==> src/rtl/booth_pkg.sv <==
package booth_pkg;

    typedef enum logic [1:0] {
        OP_NONE = 2'd0,
        OP_ADD  = 2'd1,
        OP_SUB  = 2'd2
    } booth_op_e;

    // Radix-2 recoding of the current multiplier bit and the bit shifted out before it
    function automatic booth_op_e booth_decode(input logic cur, input logic prev);
        case ({cur, prev})
            2'b10:   return OP_SUB;
            2'b01:   return OP_ADD;
            default: return OP_NONE;
        endcase
    endfunction

endpackage

==> src/rtl/booth_recode.sv <==
module booth_recode
    import booth_pkg::*;
(
    input  logic      cur_bit,
    input  logic      prev_bit,
    output booth_op_e op
);
    always_comb op = booth_decode(cur_bit, prev_bit);
endmodule

==> src/rtl/booth_addsub.sv <==
module booth_addsub
    import booth_pkg::*;
#(
    parameter int W = 8
) (
    input  logic [W-1:0] acc,
    input  logic [W-1:0] addend,
    input  booth_op_e    op,
    output logic [W:0]   sum
);
    logic [W:0] acc_x;
    logic [W:0] add_x;

    // One guard bit keeps the exact sign of add or subtract results
    always_comb begin
        acc_x = {acc[W-1], acc};
        add_x = {addend[W-1], addend};
        case (op)
            OP_ADD:  sum = acc_x + add_x;
            OP_SUB:  sum = acc_x - add_x;
            default: sum = acc_x;
        endcase
    end
endmodule

==> src/rtl/booth_ctrl.sv <==
module booth_ctrl #(
    parameter int N = 8
) (
    input  logic clk,
    input  logic rst,
    input  logic start,
    output logic busy,
    output logic done,
    output logic load,
    output logic last
);
    localparam int CW = $clog2(N + 1);

    logic [CW-1:0] iter_q;

    assign load = start && !busy;
    assign last = busy && (iter_q == CW'(N - 1));

    always_ff @(posedge clk) begin
        if (rst) begin
            busy   <= 1'b0;
            done   <= 1'b0;
            iter_q <= '0;
        end else begin
            done <= 1'b0;
            if (load) begin
                busy   <= 1'b1;
                iter_q <= '0;
            end else if (busy) begin
                iter_q <= iter_q + 1'b1;
                if (last) begin
                    busy <= 1'b0;
                    done <= 1'b1;
                end
            end
        end
    end
endmodule

==> src/rtl/booth_seq_mul.sv <==
module booth_seq_mul
    import booth_pkg::*;
#(
    parameter int N = 8
) (
    input  logic         clk,
    input  logic         rst,
    input  logic         start,
    input  logic [N-1:0] mcand,
    input  logic [N-1:0] mplier,
    output logic         busy,
    output logic         done,
    output logic [N-1:0] prod_hi,
    output logic [N-1:0] prod_lo,
    output logic         fits_err
);
    logic [N-1:0] hi_q;
    logic [N-1:0] lo_q;
    logic         ext_q;
    logic [N-1:0] mc_q;
    logic         wide_q;

    logic         load;
    logic         last;
    booth_op_e    op;
    logic [N:0]   sum;

    booth_ctrl #(.N(N)) u_ctrl (
        .clk   (clk),
        .rst   (rst),
        .start (start),
        .busy  (busy),
        .done  (done),
        .load  (load),
        .last  (last)
    );

    booth_recode u_recode (
        .cur_bit  (lo_q[0]),
        .prev_bit (ext_q),
        .op       (op)
    );

    booth_addsub #(.W(N)) u_addsub (
        .acc    (hi_q),
        .addend (mc_q),
        .op     (op),
        .sum    (sum)
    );

    // Combined register {hi, lo, ext}: add/sub into hi, then arithmetic shift right
    always_ff @(posedge clk) begin
        if (rst) begin
            hi_q   <= '0;
            lo_q   <= '0;
            ext_q  <= 1'b0;
            mc_q   <= '0;
            wide_q <= 1'b0;
        end else if (load) begin
            hi_q   <= '0;
            lo_q   <= mplier;
            ext_q  <= 1'b0;
            mc_q   <= mcand;
            wide_q <= 1'b0;
        end else if (busy) begin
            hi_q  <= sum[N:1];
            lo_q  <= {sum[0], lo_q[N-1:1]};
            ext_q <= lo_q[0];
            if (last)
                wide_q <= (sum[N:1] != {N{sum[0]}});
        end
    end

    assign prod_hi  = hi_q;
    assign prod_lo  = lo_q;
    assign fits_err = wide_q;
endmodule

==> config.mk <==
export PLATFORM = sky130hd
export DESIGN_NAME = booth_seq_mul
export DESIGN_NICKNAME = d
export VERILOG_FILES = /design/src/rtl/booth_pkg.sv /design/src/rtl/booth_recode.sv /design/src/rtl/booth_addsub.sv /design/src/rtl/booth_ctrl.sv /design/src/rtl/booth_seq_mul.sv
export SDC_FILE = /design/constraint.sdc
export NUM_CORES = 1
export LEC_CHECK = 0
export ABC_AREA = 0
export BUFFER_PORTS_ARGS = -buffer_cell sky130_fd_sc_hd__buf_4
export CAP_MARGIN = 30
export CORE_MARGIN = 2
export CORE_UTILIZATION = 50
export CTS_CLUSTER_SIZE = 20
export DETAILED_ROUTE_END_ITERATION = 10
export PLACE_DENSITY = 0.87
export SKIP_LAST_GASP = 1
export SLEW_MARGIN = 20
export SYNTH_ARGS = -nofsm -noshare
export SYNTH_HDL_FRONTEND = slang
export SYNTH_SLANG_ARGS = --single-unit
==> constraint.sdc <==
create_clock -name clk -period 2.8 [get_ports clk]
set_input_delay 0.14 -clock clk [delete_from_list [all_inputs] [get_ports clk]]
set_output_delay 0.14 -clock clk [all_outputs]
set_load 0.05 [all_outputs]
== Word-level counts from Yosys, hierarchy flattened ==
Cells that the tools add are included.

* $add $sub $neg: 3
* Reductions and logical operators: 7
* Muxes and demuxes: 8
* Equal/unequal tests: 6
* Bitwise gates (word level): 1

{| class="wikitable"
|+ Operators by type and width
! cell !! number
|-
| $pmux 9 s2 || 1
|-
| $mux 8 || 2
|-
| $add 8x8->9 || 1
|-
| $sub 8x8->9 || 1
|-
| $ne 8x8->1 || 1
|-
| $add 4x1->4 const B || 1
|-
| $eq 2x1->1 const B || 2
|-
| $eq 2x2->1 const B || 2
|-
| $eq 4x3->1 const B || 1
|-
| $mux 1 || 4
|-
| $pmux 2 s2 || 1
|-
| $reduce_or 3->1 || 1
|-
| $logic_and 1x1->1 || 2
|-
| $reduce_and 2->1 || 1
|-
| $reduce_bool 2->1 || 1
|-
| $reduce_or 2->1 || 1
|-
| $logic_not 1->1 || 1
|-
| $not 1->1 || 1
|}

* Output and inout bits: 19
* Bits of input ports: 19
* Register bits: 32

== Longest topological paths before layout ==
Gate-level depths: netlist of run 1.

* Depth after elaboration: 6
* Gate-level depth with buffers: 13
* Mapped depth without buffers: 12

== By module ==
From an unflattened synthesis of run 1, not the netlist that was laid out.

* Cells, all modules: 235
* Area total of the unflattened synthesis: 2,088.3 µm²

{| class="wikitable"
|+ By module, submodules not included
! module !! area an instance (µm²) !! times used !! cells an instance !! seq. area each (µm²)
|-
| booth_seq_mul || 1,082.3 || 1 || 102 || 520.5
|-
| booth_addsub || 721.9 || 1 || 104 || 0.0
|-
| booth_ctrl || 269.0 || 1 || 27 || 120.1
|-
| booth_recode || 15.0 || 1 || 2 || 0.0
|}

== Worst setup path after synthesis of run 1 ==
Ideal clock, no wire load.

* Path type: register -> register
* From: register lo_q[0] (netlist: prod_lo[0])
* To: register wide_q (netlist: fits_err)
* Path buffers: 1
* Path slack: -26 ps
* Required time: 2,669 ps
* Stages on the path, launching flop included: 12
* Clock period less this slack: 2,826 ps
* Arrival time: 2,695 ps
* Cells stage by stage: dfxtp_1 ha_1 buf_2 mux2_2 fa_1 nor2b_1 o21ai_0 a211oi_1 a21oi_1 or4_1 o41ai_2 nand3_1

* Word-level cells in the longest chain between the ends: 5

{| class="wikitable"
|+ Ends and longest elaborated chain
! what !! RTL line !! source
|-
| start, declared || booth_seq_mul.sv:18 || <nowiki>logic [N-1:0] lo_q;</nowiki>
|-
| start signal, assigned || booth_seq_mul.sv:61 || <nowiki>lo_q <= mplier;</nowiki>
|-
| start signal, assigned || booth_seq_mul.sv:67 || <nowiki>lo_q <= {sum[0], lo_q[N-1:1]};</nowiki>
|-
| $eq 2x1->1 / $eq 2x2->1 (equally long branches) || booth_pkg.sv:11 || <nowiki>case ({cur, prev})</nowiki>
|-
| $pmux 2 s2 (*) || booth_pkg.sv:11 ||
|-
| $eq 2x2->1 / $eq 2x1->1 (equally long branches) || booth_addsub.sv:18 || <nowiki>case (op)</nowiki>
|-
| $pmux 9 s2 (*) || booth_addsub.sv:18 ||
|-
| $ne 8x8->1 (*) || booth_seq_mul.sv:70 || <nowiki>wide_q <= (sum[N:1] != {N{sum[0]}});</nowiki>
|-
| end signal, assigned || booth_seq_mul.sv:70 ||
|-
| end, declared || booth_seq_mul.sv:21 || <nowiki>logic wide_q;</nowiki>
|}

Mark *: on every way between the ends. The rest lies on a longest branch, timed or not.
A chain may end at the register's enable or synchronous reset.

== Final worst setup path of run 1 ==
* From: register ext_q
* To: register wide_q (netlist: fits_err)

* Word-level cells in the longest chain between the ends: 5

{| class="wikitable"
|+ Ends and longest elaborated chain
! what !! RTL line !! source
|-
| start, declared || booth_seq_mul.sv:19 || <nowiki>logic ext_q;</nowiki>
|-
| start signal, assigned || booth_seq_mul.sv:68 || <nowiki>ext_q <= lo_q[0];</nowiki>
|-
| $eq 2x1->1 / $eq 2x2->1 (equally long branches) || booth_pkg.sv:11 ||
|-
| $pmux 2 s2 (*) || booth_pkg.sv:11 ||
|-
| $eq 2x2->1 / $eq 2x1->1 (equally long branches) || booth_addsub.sv:18 ||
|-
| $pmux 9 s2 (*) || booth_addsub.sv:18 ||
|-
| $ne 8x8->1 (*) || booth_seq_mul.sv:70 ||
|}

Marked as above.

==> out/metrics.cfg, run 1 <==
[outcome]
status = finished with violations
violations = negative setup slack

[logic_synthesis]
ys_top_cells_by_area = dfxtp_1 (32%), nor2_1 (8.6%), ha_1 (6.8%), a21oi_1 (6.0%), mux2i_1 (6.0%)
yosys.area.top_type = dfxtp_1
synth_nets = 286
syn_inst = 255
synth_top_area_share_pct = 31.84
synth.distinct_cells = 47
synth_edf_count = 0
yosysWarnings = 0
seq_area_frac_synth_pct = 31.84
syn_area_per_cell_um2 = 7.890
synth_area_mm2 = 0.002012
async_flop_share_pct = 0
yosys_register_bits = 32
synth-main-ff-cell = dfxtp_1

[sta]
fin_tns_setup_ns = -0.07516
fin_skew_ns = 0.003450
period_share_pct = 102.7
hold_viol = 0
drv_slew = 0
slew_headroom_pct = 51.50
min_period_ns = 2.875
rsz0062_at_grt = yes
fmax_mhz = 347.8
fin_ws_ns = -0.07516
setup_viol = 1
tightest_slew_ns = 0.7184

[placement]
dpl-instance-area_mm2 = 0.002437
place_congestion = 0.9429
port_buffers = 37
dp.final_hpwl_um = 3705

[layout]
nFillCells = 292
layout.nets = 334
final_cell_mix = buf_4 (56), nor2_1 (45), dfxtp_1 (27)
num_antenna_cells = 0
multi_input_area_mm2 = 0.001410
finalInstanceArea_mm2 = 0.002670
layout-drive-gt1-share_pct = 31.58
postLayoutCoreUtil_pct = 67.72
seq_area_um2 = 646.9
area_delta_synth_final_pct = 32.71
mostFrequentLayoutCell = buf_4

[setup_path]
worst-r2r-setup-slack_ns = -0.08
rr_worst_depth = 13
max_stage_delay_ns = 0.51
crit_chain = inv_2 -> ha_4 -> nor2_4 -> xnor2_2 -> ha_1 -> buf_6 -> o21a_1 -> o31a_1 -> o211ai_1 -> a2111oi_2 -> or4b_1 -> a41o_1 -> nand3_1
critPathCaptureType = flip-flop
cp.arrival_ns = 3.12
worstSetupStartpointType = flip-flop
cp_max_fo = 4
worstPathRequired_ns = 3.04
slowest_stage = or4b_1
worst-setup-path-type = flip-flop to flip-flop

[pwr]
totalPowerFinal_w = 0.001429
p_leak_nw = 1.102
peakVddDrop_mv = 0.3559
powerDensity_mw_per_mm2 = 535.2

[detailed_routing]
vias_per_cell = 6.127
wire_per_inst_um = 17.47
detail-route-antenna-nets = 0
drtIter0Drc = 194
vias = 2169
drtPass1Iterations = 5
drc_errors = 0
finalWirelength_um = 6184

[min_path]
whs_path_depth = 3
hp-class = input pin to flip-flop

[run]
cap_violations = 0

[clocking]
h-tree-depth = 2
cts_tree = done
cts_buffers = 5
cts_sinks = 32
clockRootBuffer = clkbuf_8
postCtsHoldBufs = 0
clkLatencyLatePin_ns = 0.29
cts_buffer_depth = 2
cts.clk_slew.worst_paths_ns = 0.07

[floorplanning]
ios = 38
core_mm2 = 0.003943
die-width_um = 67.44
start_util_pct = 51.03
die_y_um = 67.44
dieArea_mm2 = 0.004547
row_count = 23

[global_routing]
globalRouteOverflowTotal = 0
grt_pass1_vias = 2011
grt_pass1_wl_um = 9273
grt_start_max_net_pins = 25
antenna_found_initial = 0
track_usage_pct = 27.57

## synthesized netlist by cell type (5+ instances only)
cell type and n:
a211oi_1 10, a21oi_1 24, buf_1 5, clkbuf_1 8, dfxtp_1 32, ha_1 11, inv_1 8, mux2i_1 12
nand2_1 21, nor2_1 46, nor3_1 9, o21ai_0 6, xnor2_1 7
## per-stage QoR
stage | std cells | setup WS [ns] | hold slack [ns]
after global placement | 346 | -0.06420 | 0.3893
after detailed placement | 346 | -0.09724 | 0.3969
final | 354 | -0.07516 | 0.09096
after global routing | 354 | -0.2629 | 0.09720
after CTS | 354 | -0.02818 | 0.09022
after floorplan | 255 | 0.0005522 | 0.2313
## worst paths after layout
kind | startpoint | to
max | ext_q | fits_err
min | mcand[5] | mc_q[5]
max reg2reg | ext_q | fits_err
min reg2reg | fits_err | fits_err
## routing by layer
| metal | vias to the layer above | global-route usage, % | part of all wire, % |
|---|---|---|---|
| li1 | 1003 | - | - |
| met1 | 1004 | 31.90 | 37 |
| met2 | 127 | 46.41 | 51 |
| met3 | 35 | 5.833 | 8.1 |
| met4 | 0 | 16.84 | 3.9 |
| met5 | - | 0 | 0 |
## logic make-up after synthesis
kind of cell,Yosys count,synth area share [%]
AO/OA/AOI/OAI,59,19.28
XOR/XNOR,10,4.354
buffers and inverters,24,4.789
flip-flops,32,31.84
adder cells (fa/ha/maj),12,7.836
AND/OR/NAND/NOR,104,24.81
multiplexers,14,7.090
## cell type report
type	count	area share (%)
clock buffer	6	2.718
clock inverter	2	0.6092
inverter	8	1.125
multi-input combinational	199	52.81
sequential	32	24.23
tap	50	2.343
timing repair buffer	57	16.17
## worst max-delay path: cells and delay by family (launching register included)
kind	cells	cell delay, ns
adders and majority gates	2	0.53
AOI/OAI and AO/OA	5	0.95
buffers and inverters	2	0.20
xor gates and xnor gates	1	0.10
DFF	1	0.34
and+or+nand+nor	3	0.72
## state kept, by name (all words and copies together), names as in the netlist
register,cells
ext_q,1
fits_err,1
mc_q,8
prod_hi,8
prod_lo,8
u_ctrl.busy,1
u_ctrl.done,1
u_ctrl.iter_q,4
## timing repair
action                     in CTS  in global routing
pin swaps                       8                  4
cloned                          0                  0
setup buffers                   0                  0
setup endpoints to repair       3                  4
gates resized for setup        22                 14
## report_power, final
group | internal, W | switching (W) | leakage, nW
logic | 0.000234 | 0.000316 | 0.796
registers | 0.000479 | 0.0000335 | 0.264
clock network | 0.000177 | 0.000190 | 0.0414
Note: power is estimated with default switching activity, not from simulation.
==> run 2, diff against run 1 <==
clock period = 2.5 ns   (was 2.8 ns; I/O delays follow)
==> run 2 against run 1 <==
Net effect:
- the flow still finishes with violations (negative setup slack)
- die area is the same
- clock power grew 36%
- largest cell class unchanged
- clock-buffer cell count is the same
==> out/metrics.cfg, run 2 (synthesized netlist as in run 1, its figures left out) <==
[placement]
place_inst = 367
dp.final_hpwl_um = 4005
pre_cts_slack_ns = -0.3870
port_buffers = 37
place_congestion = 0.9082

[layout]
mostFrequentLayoutCell = buf_4
area_delta_synth_final_pct = 47.57
num_antenna_cells = 0
layout.nets = 360
final_cell_mix = buf_4 (79), nor2_1 (43), dfxtp_1 (27)
layout-drive-gt1-share_pct = 39.09
instances_no_fill = 380
nFillCells = 260

[min_path]
hp-class = input pin to flip-flop

[global_routing]
track_usage_pct = 27.80
grt_start_max_net_pins = 29
globalRouteOverflowTotal = 0
grt_pass1_vias = 2093
antenna_found_initial = 0
grt_pass1_wl_um = 9515

[setup_path]
critPathCaptureType = flip-flop
cp_num_buf_inv = 2
cp_max_fo = 6
critical-path-top-delay-family = compound AO/OA/AOI/OAI gates
max_stage_delay_ns = 0.49
cp.arrival_ns = 3.00
worstPathRequired_ns = 2.67
worst-setup-path-type = flip-flop to flip-flop
worst-r2r-setup-slack_ns = -0.33
crit_chain = inv_2 -> ha_4 -> mux2_4 -> inv_2 -> ha_4 -> nor2b_4 -> o31a_1 -> a211oi_2 -> a21oi_2 -> or4_4 -> o41ai_2 -> nand3_1
worstSetupStartpointType = flip-flop
slowest_stage = or4_4

[sta]
setup_viol = 5
rsz0062_at_grt = yes
fmax_mhz = 353.4
drv_slew = 0
slew_headroom_pct = 58.89
fin_ws_ns = -0.3296
min_period_ns = 2.830
tightest_slew_ns = 0.6166
hold_viol = 0
holdWs_ns = 0.08998
fin_skew_ns = 0.007596
period_share_pct = 113.2

[pwr]
p_int_w = 0.001202
power_frac_clock_pct = 27.2
combPwrFrac_pct = 41.8
sw_frac_of_total_pct = 34.45
peakVddDrop_mv = 0.4488
pwr-share-seq_pct = 31.0
totalPowerFinal_w = 0.001833
power.net_switching_w = 0.0006317
powerDensity_mw_per_mm2 = 617.5
p_leak_nw = 1.279

[floorplanning]
die_y_um = 67.44
ios = 38
row_count = 23
die-width_um = 67.44
core_mm2 = 0.003943
dieArea_mm2 = 0.004547
start_util_pct = 51.03

[clocking]
cts.clk_slew.worst_paths_ns = 0.07
clkLatencyLatePin_ns = 0.29
cts_buffer_depth = 2
h-tree-depth = 2
cts_buffers = 5
cts_sinks = 32
clockRootBuffer = clkbuf_8
cts_tree = done

[detailed_routing]
drtPass1Iterations = 6
vias_per_cell = 5.813
finalWirelength_um = 6026
detail-route-antenna-nets = 0
vias = 2209
wire_per_inst_um = 15.86
drc_errors = 0
drtIter0Drc = 168

[run]
cap_violations = 0

[outcome]
violations = negative setup slack
status = finished with violations

==> run 2: cell count changes in the layout (fill, tap and decap cells not counted), sizes merged <==
cell      previous run  this run
buf                 57        83
clkinvlp             1         0
bufinv               0         1
==> run 2: layout make-up <==
class | instances | area, um^2 | share of cell area (%)
clock buffer | 6 | 72.57 | 2.444
clock inverter | 2 | 35.03 | 1.180
inverter | 8 | 30.03 | 1.011
multi-input combinational | 199 | 1484 | 49.98
sequential | 32 | 646.9 | 21.79
tap | 50 | 62.56 | 2.107
timing repair buffer | 83 | 638.1 | 21.49
==> run 2: metal layers <==
layer / vias up / wire length (um) / track usage [%]
met3: 19 / 289 / 5.500
met2: 71 / 2919 / 44.93
met1: 1061 / 2627 / 35.15
li1: 1058 / - / -
met4: 0 / 189 / 14.03
met5: - / 0 / 0
==> run 2: final timing paths <==
check,cells past startpoint,end,from
max,12,fits_err,ext_q
min,3,mc_q[2],mcand[2]
max reg2reg,12,fits_err,ext_q
min reg2reg,2,fits_err,fits_err
==> run 2: timing repair <==
item | 4_1_cts | 5_1_grt
hold buffers | 0 | 0
cloned | 0 | 0
pin swaps | 17 | 14
gates resized for setup | 23 | 13
endpoints found under the setup margin | 5 | 5
buffers inserted | 4 | 2
==> run 2: tightest hold or removal path: cells and delay by family <==
| family | cells | cell delay [ns] |
|---|---|---|
| buffers and inverters | 1 | 0.11 |
| AND/OR/NAND/NOR | 1 | 0.05 |
| AO/OA/AOI/OAI | 1 | 0.05 |
==> run 2: power by group through the flow <==
stage	logic, W	clock network [W]	registers [W]
floorplan	0.000326	0	0.000625
global placement	0.000605	0	0.000574
detailed placement	0.000620	0	0.000576
CTS	0.000691	0.000498	0.000567
global route	0.000819	0.000523	0.000571
finish	0.000766	0.000498	0.000569
==> run 2: metrics by stage <==
step	setup TNS (ns)	area (um^2)	util, %
floorplan	-0.3265	2077	-
global placement	-0.8409	2653	67.28
detailed placement	-1.236	2653	67.28
CTS	-0.7993	2885	73.18
global route	-1.610	2969	75.31
finish	-0.9766	2969	75.31
